--- src/rtl/tmr_pkg.sv ---
package tmr_pkg;
  localparam int unsigned ADDR_W = 8;
  localparam int unsigned MODE_W = 8;

  localparam logic [3:0] PAGE_MODE = 4'h0;
  localparam logic [3:0] PAGE_BASE = 4'h1;
  localparam logic [3:0] PAGE_CNT  = 4'h2;

  localparam logic [1:0] SZ_1 = 2'd0;
  localparam logic [1:0] SZ_2 = 2'd1;
  localparam logic [1:0] SZ_4 = 2'd2;

  localparam logic [1:0] CLK_TICK = 2'b00;
  localparam logic [1:0] CLK_CASC = 2'b11;

  localparam int unsigned MB_RUN  = 7;
  localparam int unsigned MB_LOAD = 6;

  typedef enum logic [1:0] {PG_MODE, PG_BASE, PG_CNT, PG_NONE} page_e;
endpackage

--- src/rtl/tmr_decode.sv ---
module tmr_decode
  import tmr_pkg::*;
#(
  parameter int unsigned NT = 4,
  parameter int unsigned LW = 2
) (
  input  logic                      write,
  input  logic [ADDR_W-1:0]         addr,
  input  logic [1:0]                size,
  input  logic [MODE_W-1:0]         mode_val,
  output page_e                     pg,
  output logic [NT-1:0]             sel,
  output logic [NT-1:0][LW-1:0]     lane,
  output logic                      err
);
  int unsigned idx;
  int unsigned nb;
  logic        range_ok;
  logic        align_ok;
  logic        val_bad;

  always_comb begin
    idx = int'(addr[3:0]);
    unique case (addr[7:4])
      PAGE_MODE: pg = PG_MODE;
      PAGE_BASE: pg = PG_BASE;
      PAGE_CNT:  pg = PG_CNT;
      default:   pg = PG_NONE;
    endcase
    unique case (size)
      SZ_1:    nb = 1;
      SZ_2:    nb = 2;
      SZ_4:    nb = 4;
      default: nb = 0;
    endcase
    range_ok = (nb != 0) && (idx + nb <= NT);
    align_ok = (nb == 1) || (nb == 2 && !addr[0]) || (nb == 4 && idx == 0);
    val_bad  = (mode_val[5:2] != '0)
            || (mode_val[MB_RUN] && mode_val[MB_LOAD])
            || (mode_val[1:0] == 2'b01) || (mode_val[1:0] == 2'b10)
            || (mode_val[1:0] == CLK_CASC && idx == 0);
    err = (pg == PG_NONE) || !range_ok || !align_ok
       || (write && pg == PG_CNT)
       || (write && pg == PG_MODE && (nb != 1 || val_bad));
    for (int i = 0; i < NT; i++) begin
      sel[i]  = (i >= idx) && (i < idx + nb);
      lane[i] = sel[i] ? LW'(nb - 1 - (i - idx)) : '0;
    end
  end
endmodule

--- src/rtl/tmr_unit.sv ---
module tmr_unit
  import tmr_pkg::*;
#(
  parameter int unsigned TW = 8
) (
  input  logic              clk,
  input  logic              rst_n,
  input  logic              tick,
  input  logic              mode_we,
  input  logic [MODE_W-1:0] mode_wd,
  input  logic              base_we,
  input  logic [TW-1:0]     base_wd,
  input  logic              below_step,
  input  logic              below_reload,
  input  logic              below_plain,
  input  logic              above_link,
  input  logic              above_zero,
  output logic [MODE_W-1:0] mode_q,
  output logic [TW-1:0]     base_q,
  output logic [TW-1:0]     cnt_q,
  output logic              uflow,
  output logic              step_o,
  output logic              reload_o,
  output logic              plain_o,
  output logic              link_o,
  output logic              zero_o
);
  logic [MODE_W-1:0] mode_n;
  logic [TW-1:0]     base_n, cnt_n;
  logic              uf_n, run, plain, casc;

  always_comb begin
    run      = mode_q[MB_RUN];
    plain    = (mode_q[1:0] == CLK_TICK);
    casc     = (mode_q[1:0] == CLK_CASC);
    plain_o  = plain;
    link_o   = casc && run && below_plain;
    zero_o   = (cnt_q == '0);
    mode_n   = mode_q;
    base_n   = base_q;
    cnt_n    = cnt_q;
    uf_n     = 1'b0;
    step_o   = 1'b0;
    reload_o = 1'b0;
    if (base_we) base_n = base_wd;
    if (mode_we) begin
      mode_n   = mode_wd;
      cnt_n    = base_q;
      reload_o = mode_wd[MB_RUN] && (mode_wd[1:0] == CLK_TICK);
    end else if (base_we && !run) begin
      cnt_n = base_wd;
    end else if (link_o) begin
      if (below_reload)    cnt_n = base_q;
      else if (below_step) cnt_n = cnt_q - 1'b1;
    end else if (plain && run && tick) begin
      if (cnt_q == TW'(1) && (!above_link || above_zero)) begin
        uf_n     = 1'b1;
        cnt_n    = base_q;
        reload_o = 1'b1;
      end else if (cnt_q == '0) begin
        if (above_link && !above_zero) begin
          cnt_n  = '1;
          step_o = 1'b1;
        end
      end else begin
        cnt_n = cnt_q - 1'b1;
      end
    end
  end

  always_ff @(posedge clk or negedge rst_n) begin
    if (!rst_n) begin
      mode_q <= '0;
      base_q <= '0;
      cnt_q  <= '0;
      uflow  <= 1'b0;
    end else begin
      mode_q <= mode_n;
      base_q <= base_n;
      cnt_q  <= cnt_n;
      uflow  <= uf_n;
    end
  end


  stop_load_chk: assert property (@(posedge clk) disable iff (!rst_n)
    (base_we && !mode_we && !mode_q[MB_RUN]) |=> (cnt_q == $past(base_wd)));

  stopped_hold_chk: assert property (@(posedge clk) disable iff (!rst_n)
    (!mode_q[MB_RUN] && !mode_we && !base_we) |=> $stable(cnt_q));

  uflow_tick_chk: assert property (@(posedge clk) disable iff (!rst_n)
    uflow |-> $past(tick));

  uflow_plain_chk: assert property (@(posedge clk) disable iff (!rst_n)
    uflow |-> $past(mode_q[1:0] == CLK_TICK));

  uflow_from_one_chk: assert property (@(posedge clk) disable iff (!rst_n)
    uflow |-> ($past(cnt_q) == TW'(1)));

  mode_legal_chk: assert property (@(posedge clk) disable iff (!rst_n)
    mode_we |-> (mode_wd[5:2] == '0 && !(mode_wd[MB_RUN] && mode_wd[MB_LOAD])));
endmodule

--- src/rtl/tmr_bank.sv ---
module tmr_bank
  import tmr_pkg::*;
#(
  parameter int unsigned NUM_TMR = 4,
  parameter int unsigned TMR_W   = 8
) (
  input  logic                 clk,
  input  logic                 rst_n,
  input  logic                 io_tick,
  input  logic                 bus_valid,
  input  logic                 bus_write,
  input  logic [ADDR_W-1:0]    bus_addr,
  input  logic [1:0]           bus_size,
  input  logic [4*TMR_W-1:0]   bus_wdata,
  output logic [4*TMR_W-1:0]   bus_rdata,
  output logic                 bus_err,
  output logic [NUM_TMR-1:0]   uflow
);
  localparam int unsigned DW = 4 * TMR_W;
  localparam int unsigned LW = 2;

  logic [1:0] rsync_q;
  logic       rst_int_n;

  always_ff @(posedge clk or negedge rst_n) begin
    if (!rst_n) rsync_q <= '0;
    else        rsync_q <= {rsync_q[0], 1'b1};
  end
  assign rst_int_n = rsync_q[1];

  page_e                          pg;
  logic [NUM_TMR-1:0]             sel;
  logic [NUM_TMR-1:0][LW-1:0]     lane;
  logic                           dec_err, acc_ok;

  tmr_decode #(.NT(NUM_TMR), .LW(LW)) u_dec (
    .write(bus_write), .addr(bus_addr), .size(bus_size),
    .mode_val(bus_wdata[MODE_W-1:0]),
    .pg(pg), .sel(sel), .lane(lane), .err(dec_err)
  );
  assign acc_ok = bus_valid && !dec_err;

  logic [NUM_TMR-1:0]             mode_we, base_we;
  logic [NUM_TMR-1:0][TMR_W-1:0]  base_wd, base_q, cnt_q, rv;
  logic [NUM_TMR-1:0][MODE_W-1:0] mode_q;
  logic [NUM_TMR-1:0]             step, reload, plain, link, zero;

  for (genvar i = 0; i < NUM_TMR; i++) begin : g_tmr
    logic b_step, b_reload, b_plain, a_link, a_zero;
    assign mode_we[i] = acc_ok && bus_write && pg == PG_MODE && sel[i];
    assign base_we[i] = acc_ok && bus_write && pg == PG_BASE && sel[i];
    assign base_wd[i] = TMR_W'(bus_wdata >> (int'(lane[i]) * TMR_W));
    if (i == 0) begin : g_bot
      assign b_step = 1'b0; assign b_reload = 1'b0; assign b_plain = 1'b0;
    end else begin : g_mid
      assign b_step = step[i-1]; assign b_reload = reload[i-1];
      assign b_plain = plain[i-1];
    end
    if (i == NUM_TMR - 1) begin : g_top
      assign a_link = 1'b0; assign a_zero = 1'b1;
    end else begin : g_low
      assign a_link = link[i+1]; assign a_zero = zero[i+1];
    end
    tmr_unit #(.TW(TMR_W)) u_unit (
      .clk(clk), .rst_n(rst_int_n), .tick(io_tick),
      .mode_we(mode_we[i]), .mode_wd(bus_wdata[MODE_W-1:0]),
      .base_we(base_we[i]), .base_wd(base_wd[i]),
      .below_step(b_step), .below_reload(b_reload), .below_plain(b_plain),
      .above_link(a_link), .above_zero(a_zero),
      .mode_q(mode_q[i]), .base_q(base_q[i]), .cnt_q(cnt_q[i]),
      .uflow(uflow[i]), .step_o(step[i]), .reload_o(reload[i]),
      .plain_o(plain[i]), .link_o(link[i]), .zero_o(zero[i])
    );
  end

  logic [DW-1:0] rdata_q, rdata_n;
  logic          err_n;

  always_comb begin
    for (int i = 0; i < NUM_TMR; i++) begin
      unique case (pg)
        PG_MODE: rv[i] = TMR_W'(mode_q[i]);
        PG_BASE: rv[i] = base_q[i];
        default: rv[i] = cnt_q[i];
      endcase
    end
    err_n   = bus_valid && dec_err;
    rdata_n = rdata_q;
    if (acc_ok && !bus_write) begin
      rdata_n = '0;
      for (int i = 0; i < NUM_TMR; i++)
        if (sel[i]) rdata_n = rdata_n | (DW'(rv[i]) << (int'(lane[i]) * TMR_W));
    end
  end

  always_ff @(posedge clk or negedge rst_int_n) begin
    if (!rst_int_n) begin
      rdata_q <= '0;
      bus_err <= 1'b0;
    end else begin
      rdata_q <= rdata_n;
      bus_err <= err_n;
    end
  end
  assign bus_rdata = rdata_q;


  err_after_req_chk: assert property (@(posedge clk) disable iff (!rst_int_n)
    bus_err |-> $past(bus_valid));

  rdata_hold_chk: assert property (@(posedge clk) disable iff (!rst_int_n)
    !$past(bus_valid) |-> $stable(bus_rdata));
endmodule

--- config.mk ---
export PLATFORM = sky130hd
export DESIGN_NAME = tmr_bank
export DESIGN_NICKNAME = d
export VERILOG_FILES = /design/src/rtl/tmr_pkg.sv /design/src/rtl/tmr_decode.sv /design/src/rtl/tmr_unit.sv /design/src/rtl/tmr_bank.sv
export SDC_FILE = /design/constraint.sdc
export NUM_CORES = 1
export LEC_CHECK = 0
export BUFFER_PORTS_ARGS = -buffer_cell sky130_fd_sc_hd__buf_2
export CAP_MARGIN = 0
export CORE_MARGIN = 10
export CORE_UTILIZATION = 50
export CTS_CLUSTER_SIZE = 28
export DETAILED_ROUTE_END_ITERATION = 10
export PLACE_DENSITY = 0.67
export SLEW_MARGIN = 20
export SYNTH_ARGS = -nofsm -noshare
export SYNTH_HDL_FRONTEND = slang
export SYNTH_SLANG_ARGS = --single-unit
--- constraint.sdc ---
create_clock -name clk -period 7.01 [get_ports clk]
set_input_delay 1.7525 -clock clk [delete_from_list [all_inputs] [get_ports clk]]
set_output_delay 1.7525 -clock clk [all_outputs]
set_load 0.05 [all_outputs]
==> summary.txt, run 1 <==
Outcome
  – Outcome: finished clean

Worst setup path
  – Start point of the critical path: bus_size[1]
  – Critical Path Start Type: primary input
  – Crit path capture type: flop
  – Worst-path maximum fanout: 12
  – Cell Chain, Critical Path: buf_2 -> nor2_1 -> ha_1 -> inv_1 -> fa_1 -> nor4b_1 -> a21oi_1 -> o211ai_2 -> mux2_2 -> o21ai_0 -> o221a_2 -> a21oi_1
  – Largest stage delay on the critical path: 0.67 ns
  – Worst r2r src: g_tmr[1].u_unit.cnt_q[0]$_DFFE_PN0P_
  – Start-to-end type of the worst setup path: primary input to flop
  – Data required time of the critical path: 7.31 ns
  – Delay-heaviest family, CP: compound AO/OA/AOI/OAI gates
  – CP max-delay cell: sky130_fd_sc_hd__nor4b_1
  – CP dominant cell by count: sky130_fd_sc_hd__a21oi_1
  – Buffers and inverters on the worst path: 2
  – Arrival time of the worst setup path: roughly 5.8 ns

Timing
  – Final setup skew: between 0.008 and 0.009 ns
  – Final period util: a little under 80%
  – Remaining max-slew budget at the tightest pin: between 10% and 20%
  – Count of pins over their slew limit: 0
  – Slew @ Worst Pin: 1.21 ns
  – Finish-stage setup viols: 0
  – Final number of hold-violating endpoints: 0
  – Worst Setup Slack, final: 1.55 ns
  – Final-layout setup total negative slack: 0 ns
  – Setup repair after global routing missed its margin: false
  – F_max: 183 MHz
  – Clock period minus worst slack: between 5 and 6 ns

Flow run
  – Max-capacitance violation count: 0

Final layout
  – Number of nets in the layout: 1,278
  – Proportion of layout cells with a drive suffix above 1: 16.5%
  – Synthesis-to-layout area growth: 12.6%
  – Footprint of the multi-input gates: 5920 sq um
  – Sequential standard cell area: 3380 sq um
  – Post-route cell area: 10,900 sq um
  – Fillcell total: 1,765

Route
  – Drt pass-1 iters: 6
  – Iteration-0 DRC Markers: 956
  – Detail Route Antenna Nets: 0
  – Average wire length per cell after detail routing: 23.0 microns
  – Total Routed Length: approximately 34,000 microns
  – Residual DRC count: 0
  – Mean number of vias per cell: about 6.4
  – Vias after detailed routing: 9,529

Synthesis
  – Post-Synthesis Cells: ~1,200
  – Number of enable-type register cells in the synthesized netlist: 0
  – Netlist area before placement: 9650 sq um
  – Top flip-flop cell by instance count after synthesis: sky130_fd_sc_hd__dfrtp_1
  – Syn nets: approximately 1,200
  – Fraction of registers with async set/reset: 100%
  – Number of synthesized register bits: around 140
  – Number of distinct library cells after synthesis: 84
  – Proportion of synthesized chip area in sequential cells: 35.0%
  – Post-synthesis area per instance: a little over 8 sq um
  – Syn. warnings: 0

Floorplanning
  – Row count: 50
  – Die area: 25,300 sq um
  – Y dimension of the die: 159 microns
  – Width of the chip: 159 microns
  – Starting utilization of the core area: 51.3%
  – Placeable core area: 18,800 sq um
  – Top-level port count: 84

Placed design
  – Minimum setup slack after placement: 1.22 ns
  – Weighted congestion reported at the end of routability-driven placement: 1.02
  – Detailed placement HPWL: 25,300 microns
  – Standard cell area after detailed placement: 10,300 sq um
  – Port Buf Inserts: 83

Min path
  – Hold Crit Class: flop to flop
  – Launch instance of the worst min-delay path: rsync_q[0]$_DFF_PN0_

CTS
  – Number of buffers created by CTS: 17
  – Clock slew at the register clock pins of the worst setup and hold paths: 0.06 ns
  – TritonCTS clock tree: yes
  – Clock Root Buffer: sky130_fd_sc_hd__clkbuf_16
  – Number of buffers on the longest clock path: 2
  – CTS HTree Levels: 4
  – Resized cells post-CTS: 0
  – Hold buffer count at cts: 0
  – Source-to-sink clock delay at the later pin of the worst-skew pair: 0.43 ns
  – Clock Sink Count: 135
  – Post-CTS setup buffer count: 0

Pwr
  – Clock network fraction of total power: a little over two fifths
  – Maximum vdd ir drop: 0.000167 V
  – Total power per unit cell area: 205 nW/um^2
  – Switching share of power: 31.5%
  – Part of the power in registers: 38.3%
  – Leakage power: ~4.8 nW
  – Switching power total: between 0.7 and 0.8 mW
  – Power share of the combinational group: 19.6%
  – Int Pwr: 1.52 mW

GRT
  – Via count of the first global-routing pass: 8,795
  – Global-route wire length before repair: 52,900 microns
  – All-Layer GR Usage: 26.2%
  – Congestion Overflow GR: 0
  – Antenna violations before repair: 1
  – Pin count of the biggest net entering global routing: 76
## cell families after synthesis
family | synth area share, %
simple gates | 21.7
compound gates | 25.1
flops | 35.0
mux | 10.4
buf+inv | 3.98
xor+xnor | 1.93
fa+ha+maj | 1.89
other cells | 0.0388
## cells in the final DEF, fill, tap and decap left out, drive strengths merged, types with 4 or more instances in the layout
cell,n
nand2,182
dfrtp,135
nor2,113
o21ai,109
buf,100
a21oi,65
o22ai,58
mux2i,52
mux2,37
a211oi,31
nand3,30
inv,26
clkbuf,21
nor3,20
and2,18
nor2b,15
o211ai,14
and3,13
ha,13
a31oi,12
a22oi,12
xnor2,11
nor4,9
nand2b,8
a2bb2oi,8
nand4,7
or3,6
o21a,6
or2,6
xor2,5
o31ai,5
or4,5
nor3b,4
nand3b,4
clkinv,4
## cells in the mapped netlist (4+ instances only)
| library cell | count | share of area, % |
|---|---|---|
| sky130_fd_sc_hd__o22ai_1 | 56 | 3.6 |
| sky130_fd_sc_hd__o31ai_1 | 5 | 0.39 |
| sky130_fd_sc_hd__mux2_2 | 37 | 4.3 |
| sky130_fd_sc_hd__xor2_1 | 5 | 0.45 |
| sky130_fd_sc_hd__o21ai_0 | 102 | 5.3 |
| sky130_fd_sc_hd__clkbuf_1 | 45 | 1.7 |
| sky130_fd_sc_hd__nor3b_1 | 4 | 0.31 |
| sky130_fd_sc_hd__and2_1 | 18 | 1.2 |
| sky130_fd_sc_hd__inv_1 | 24 | 0.93 |
| sky130_fd_sc_hd__ha_1 | 13 | 1.7 |
| sky130_fd_sc_hd__nand4_1 | 7 | 0.45 |
| sky130_fd_sc_hd__or2_2 | 5 | 0.32 |
| sky130_fd_sc_hd__o211ai_1 | 11 | 0.86 |
| sky130_fd_sc_hd__a31oi_1 | 12 | 0.78 |
| sky130_fd_sc_hd__buf_4 | 4 | 0.31 |
| sky130_fd_sc_hd__and3_1 | 13 | 0.84 |
| sky130_fd_sc_hd__buf_1 | 6 | 0.23 |
| sky130_fd_sc_hd__nor2_1 | 113 | 4.4 |
| sky130_fd_sc_hd__nand3b_1 | 4 | 0.31 |
| sky130_fd_sc_hd__a211oi_1 | 31 | 2.4 |
| sky130_fd_sc_hd__nor4_1 | 8 | 0.52 |
| sky130_fd_sc_hd__o21a_1 | 6 | 0.47 |
| sky130_fd_sc_hd__a22oi_1 | 12 | 0.93 |
| sky130_fd_sc_hd__dfrtp_1 | 135 | 35 |
| sky130_fd_sc_hd__buf_2 | 10 | 0.52 |
| sky130_fd_sc_hd__nand2_1 | 182 | 7.1 |
| sky130_fd_sc_hd__a21oi_1 | 63 | 3.3 |
| sky130_fd_sc_hd__nor2b_1 | 15 | 0.97 |
| sky130_fd_sc_hd__nor3_1 | 17 | 0.88 |
| sky130_fd_sc_hd__xnor2_1 | 11 | 1.0 |
| sky130_fd_sc_hd__a2bb2oi_1 | 8 | 0.73 |
| sky130_fd_sc_hd__mux2i_1 | 52 | 5.4 |
| sky130_fd_sc_hd__nand3_1 | 30 | 1.6 |
| sky130_fd_sc_hd__nand2b_1 | 8 | 0.52 |
| sky130_fd_sc_hd__or3_1 | 6 | 0.39 |
## metal layers
metal | GRT usage (%) | part of all wire, % | wire length [microns] | vias up
li1 | - | - | - | 4394
met1 | 35.5 | 42 | 14400 | 4508
met2 | 40.1 | 45 | 15400 | 537
met3 | 5.65 | 9.4 | 3210 | 90
met4 | 9.69 | 3.4 | 1170 | 0
met5 | 0 | 0 | 0 | -
## cell type report
cell class,count,share of cell area (%)
Antenna cell,1,0.0230
Clock buffer,21,4.24
Clock inverter,11,1.35
Inverter,24,0.829
Multi-Input combinational cell,939,54.4
Sequential cell,135,31.1
Tap cell,260,2.99
Timing Repair Buffer,100,5.00
## per-stage QoR
| step | cells | power, mW | utilization [%] | hold slack (ns) |
|---|---|---|---|---|
| after global routing | 1490 | 2.30 | 57.7 | 0.357 |
| after floorplan | 1165 | 1.13 | - | 0.331 |
| after global placement | 1458 | 1.28 | 54.5 | 0.335 |
| after detailed placement | 1458 | 1.28 | 54.5 | 0.336 |
| final | 1491 | 2.23 | 57.7 | 0.349 |
| after CTS | 1490 | 2.21 | 57.7 | 0.350 |
## power groups by stage
stage / registers, mW / clock network, mW / logic, mW
2_1_floorplan: 0.867 / 0 / 0.265
3_3_place_gp: 0.864 / 0 / 0.416
3_5_place_dp: 0.864 / 0 / 0.417
4_1_cts: 0.851 / 0.943 / 0.420
5_1_grt: 0.859 / 0.978 / 0.465
6_report: 0.853 / 0.935 / 0.437
## flip-flops by register name, indices dropped and copies added, names as in the netlist
register,cells
bus_err,1
rsync_q,2
g_tmr.u_unit.uflow,4
g_tmr.u_unit.mode_q,32
g_tmr.u_unit.base_q,32
bus_rdata,32
g_tmr.u_unit.cnt_q,32
## path summary, 6_finish.rpt
| path | cells after the start | slack, ns | end |
|---|---|---|---|
| setup / recovery | 12 | 1.55 | g_tmr[0].u_unit.cnt_q[2]$_DFFE_PN0P_ |
| hold / removal | 0 | 0.35 | rsync_q[1]$_DFF_PN0_ |
| setup reg to reg | 10 | 3.57 | g_tmr[1].u_unit.cnt_q[0]$_DFFE_PN0P_ |
| hold reg to reg | 0 | 0.35 | rsync_q[1]$_DFF_PN0_ |
| max in group asynchronous | 1 | 5.20 | g_tmr[3].u_unit.base_q[4]$_DFFE_PN0N_ |
| min in group asynchronous | 0 | 0.51 | g_tmr[0].u_unit.mode_q[0]$_DFFE_PN0P_ |
Power figures use the tool's default switching activity.
==> run 2: changes to the inputs <==
--- a/config.mk
+++ b/config.mk
@@ -5,13 +5,14 @@
 export SDC_FILE = /design/constraint.sdc
 export NUM_CORES = 1
 export LEC_CHECK = 0
+export ABC_AREA = 1
 export BUFFER_PORTS_ARGS = -buffer_cell sky130_fd_sc_hd__buf_2
 export CAP_MARGIN = 0
 export CORE_MARGIN = 10
 export CORE_UTILIZATION = 50
 export CTS_CLUSTER_SIZE = 28
 export DETAILED_ROUTE_END_ITERATION = 10
-export PLACE_DENSITY = 0.67
+export PLACE_DENSITY = 0.69
 export SLEW_MARGIN = 20
 export SYNTH_ARGS = -nofsm -noshare
 export SYNTH_HDL_FRONTEND = slang
==> constraint.sdc (replaced) <==
create_clock -name clk -period 4.8 [get_ports clk]
set_input_delay 1.2 -clock clk [delete_from_list [all_inputs] [get_ports clk]]
set_output_delay 1.2 -clock clk [all_outputs]
set_load 0.05 [all_outputs]
==> summary.txt, run 2 <==
Timing
  – Count of pins over their slew limit: 0
  – Final-layout setup total negative slack: 0 ns
  – Final number of hold-violating endpoints: 0
  – Clock period minus worst slack: between 4 and 5 ns
  – Finish-stage setup viols: 0
  – F_max: approximately 230 MHz
  – Setup repair after global routing missed its margin: false
  – Final period util: 90.7%
  – Remaining max-slew budget at the tightest pin: 23.6%
  – Slew @ Worst Pin: 1.14 ns
  – Post-route worst hold slack: 0.367 ns
  – Worst Setup Slack, final: 0.445 ns
  – Final setup skew: 0.0113 ns

Placed design
  – Standard cell area after detailed placement: 11,300 sq um
  – Port Buf Inserts: 83
  – Inst Count DP: slightly below 2,000
  – Detailed placement HPWL: 30,100 microns
  – Weighted congestion reported at the end of routability-driven placement: 1.05
  – Minimum setup slack after placement: 0.0925 ns

Final layout
  – Commonest cells after routing, fill and taps aside: 472 x sky130_fd_sc_hd__nand2_1, 183 x sky130_fd_sc_hd__inv_1, 153 x sky130_fd_sc_hd__o21ai_0, 134 x sky130_fd_sc_hd__dfrtp_1, 118 x sky130_fd_sc_hd__nor2_1
  – Fillcell total: 2,050
  – Antenna diode instance count: 0
  – Final core utilization: 58.1%
  – Non-filler instance count after layout: 1,960
  – Synthesis-to-layout area growth: 13.5%
  – Proportion of layout cells with a drive suffix above 1: 13.7%
  – Post-route cell area: 11,900 sq um
  – Leading cell type in the layout, fill and taps excluded: sky130_fd_sc_hd__nand2_1
  – Number of nets in the layout: 1,738

Worst setup path
  – Register-to-register path setup slack: 1.44 ns
  – Largest stage delay on the critical path: 0.63 ns
  – Arrival time of the worst setup path: 4.73 ns
  – CP max-delay cell: sky130_fd_sc_hd__nor2_2
  – Start-to-end type of the worst setup path: primary input to flop
  – Delay-heaviest family, CP: simple AND/OR/NAND/NOR gates
  – Worst-path maximum fanout: 17
  – Buffers and inverters on the worst path: 3
  – CP dominant cell by count: sky130_fd_sc_hd__nand2_1
  – Cell Chain, Critical Path: buf_2 -> nor2_2 -> ha_1 -> inv_1 -> fa_1 -> nand2_1 -> and2_1 -> nor2_2 -> o211ai_1 -> nand2_1 -> nor2_2 -> buf_4 -> o21ai_0 -> o21ai_0 -> a21oi_1 -> nand2_1 -> nand2_1 -> nand2_1
  – Crit path capture type: flop
  – Critical Path Start Type: primary input
  – Data required time of the critical path: 5.18 ns

Synthesis
  – Top flip-flop cell by instance count after synthesis: sky130_fd_sc_hd__dfrtp_1
  – Number of distinct library cells after synthesis: 54
  – Cell accounting for the most synthesized area: sky130_fd_sc_hd__dfrtp_1
  – Top cells by area in the synthesized netlist: sky130_fd_sc_hd__dfrtp_1 32%, sky130_fd_sc_hd__nand2_1 17%, sky130_fd_sc_hd__o21ai_0 7.3%, sky130_fd_sc_hd__inv_1 6.6%, sky130_fd_sc_hd__nor2_1 4.3%
  – Synth top area share: 32.3%
  – Dominant cell by count in the synthesized netlist: sky130_fd_sc_hd__nand2_1
  – Fraction of registers with async set/reset: 100%
  – Netlist area before placement: between 10,000 and 15,000 sq um
  – Syn nets: 1,654
  – Post-synthesis area per instance: around 6.6 sq um
  – Proportion of synthesized chip area in sequential cells: 32.3%
  – Syn. warnings: 0
  – Post-Synthesis Cells: ~1,600
  – Number of enable-type register cells in the synthesized netlist: 0
  – Post-synth top cells: 472 x sky130_fd_sc_hd__nand2_1, 183 x sky130_fd_sc_hd__inv_1, 153 x sky130_fd_sc_hd__o21ai_0
  – Number of synthesized register bits: 135

CTS
  – Hold buffer count at cts: 0
  – Resized cells post-CTS: 0
  – Clock Root Buffer: sky130_fd_sc_hd__clkbuf_16
  – Clock Sink Count: 135
  – CTS HTree Levels: 4
  – TritonCTS clock tree: yes
  – Source-to-sink clock delay at the later pin of the worst-skew pair: 0.44 ns
  – Post-CTS setup buffer count: 0
  – Number of buffers created by CTS: 17
  – Clock slew at the register clock pins of the worst setup and hold paths: 0.07 ns
  – Number of buffers on the longest clock path: 2

Route
  – Average wire length per cell after detail routing: just over 20 microns
  – Total Routed Length: 40,000 microns
  – Drt pass-1 iters: 6
  – Detail Route Antenna Nets: 0
  – Iteration-0 DRC Markers: roughly 1,600
  – Vias after detailed routing: 11,600
  – Residual DRC count: 0
  – Mean number of vias per cell: 5.91

Flow run
  – Max-capacitance violation count: 0

Floorplanning
  – Starting utilization of the core area: 51.2%
  – Top-level port count: 84
  – Die area: roughly 27,000 sq um
  – Width of the chip: 165 microns
  – Placeable core area: around 20,000 sq um
  – Row count: 52
  – Y dimension of the die: 165 microns

GRT
  – Via count of the first global-routing pass: ~11,000
  – Pin count of the biggest net entering global routing: 68
  – Global-route wire length before repair: about 62,000 microns
  – All-Layer GR Usage: 29.5%
  – Congestion Overflow GR: 0
  – Antenna violations before repair: 0

Pwr
  – Overall power consumption: about 3.7 mW
  – Maximum vdd ir drop: slightly below 0.0003 V
  – Leakage power: 5.97 nW
  – Total power per unit cell area: 309 nW/um^2

Min path
  – Hold Crit Class: flop to flop

Outcome
  – Outcome: finished clean
## run 2: logic make-up after synthesis
kind of cell               after synthesis  share of synthesized area (%)
DFF                                    135                           32.3
AOI/OAI and AO/OA                      381                           21.6
adders and majority gates               14                           1.75
muxes                                    1                          0.108
other                                    1                         0.0358
buffers and inverters                  265                           9.91
xor gates and xnor gates                25                           2.09
and+or+nand+nor                        771                           32.3
## run 2: layer usage
metal	wire, microns	global-route usage (%)
met1	17000	41.7
met2	17200	43.7
met3	4660	6.65
met4	1100	9.18
met5	0	0
## run 2: worst paths after layout
path / from / end / cells after the start
min in group asynchronous: rsync_q[1]$_DFF_PN0_ / bus_rdata[3]$_DFFE_PN0P_ / 0
hold / removal: rsync_q[0]$_DFF_PN0_ / rsync_q[1]$_DFF_PN0_ / 0
setup reg to reg: g_tmr[1].u_unit.cnt_q[0]$_DFFE_PN0P_ / g_tmr[1].u_unit.cnt_q[0]$_DFFE_PN0P_ / 16
hold reg to reg: rsync_q[0]$_DFF_PN0_ / rsync_q[1]$_DFF_PN0_ / 0
max in group asynchronous: rsync_q[1]$_DFF_PN0_ / g_tmr[0].u_unit.mode_q[7]$_DFFE_PN0P_ / 1
setup / recovery: bus_size[1] / g_tmr[2].u_unit.cnt_q[6]$_DFFE_PN0P_ / 18
## run 2: layout make-up
cell class                      count  area [sq um]  share of cell area [%]
Inverter                          198           744                    6.27
Sequential cell                   135          3380                    28.5
Clock inverter                     14           130                    1.10
Tap cell                          270           338                    2.84
Timing Repair Buffer              132           783                    6.60
Clock buffer                       18           439                    3.70
Multi-Input combinational cell   1193          6060                    51.0
## run 2: worst reg2reg max path, stage by stage, from the launching register on
cell and delay [ns]:
sky130_fd_sc_hd__dfrtp_1 0.44, sky130_fd_sc_hd__inv_1 0.22, sky130_fd_sc_hd__ha_1 0.25, sky130_fd_sc_hd__nand2_1 0.10
sky130_fd_sc_hd__nor2_1 0.18, sky130_fd_sc_hd__inv_1 0.10, sky130_fd_sc_hd__nand2_1 0.20, sky130_fd_sc_hd__nand4_1 0.56
sky130_fd_sc_hd__nor2_1 0.38, sky130_fd_sc_hd__nand2_2 0.13, sky130_fd_sc_hd__nand2_4 0.15, sky130_fd_sc_hd__inv_2 0.04
sky130_fd_sc_hd__nand4_1 0.08, sky130_fd_sc_hd__o21ai_2 0.20, sky130_fd_sc_hd__nor2_1 0.15, sky130_fd_sc_hd__nand2_1 0.06
sky130_fd_sc_hd__nand2_1 0.06
## run 2: power by group
part           internal [mW]  switching [mW]
logic                  0.339           0.722
registers               1.21          0.0938
clock network          0.698           0.609
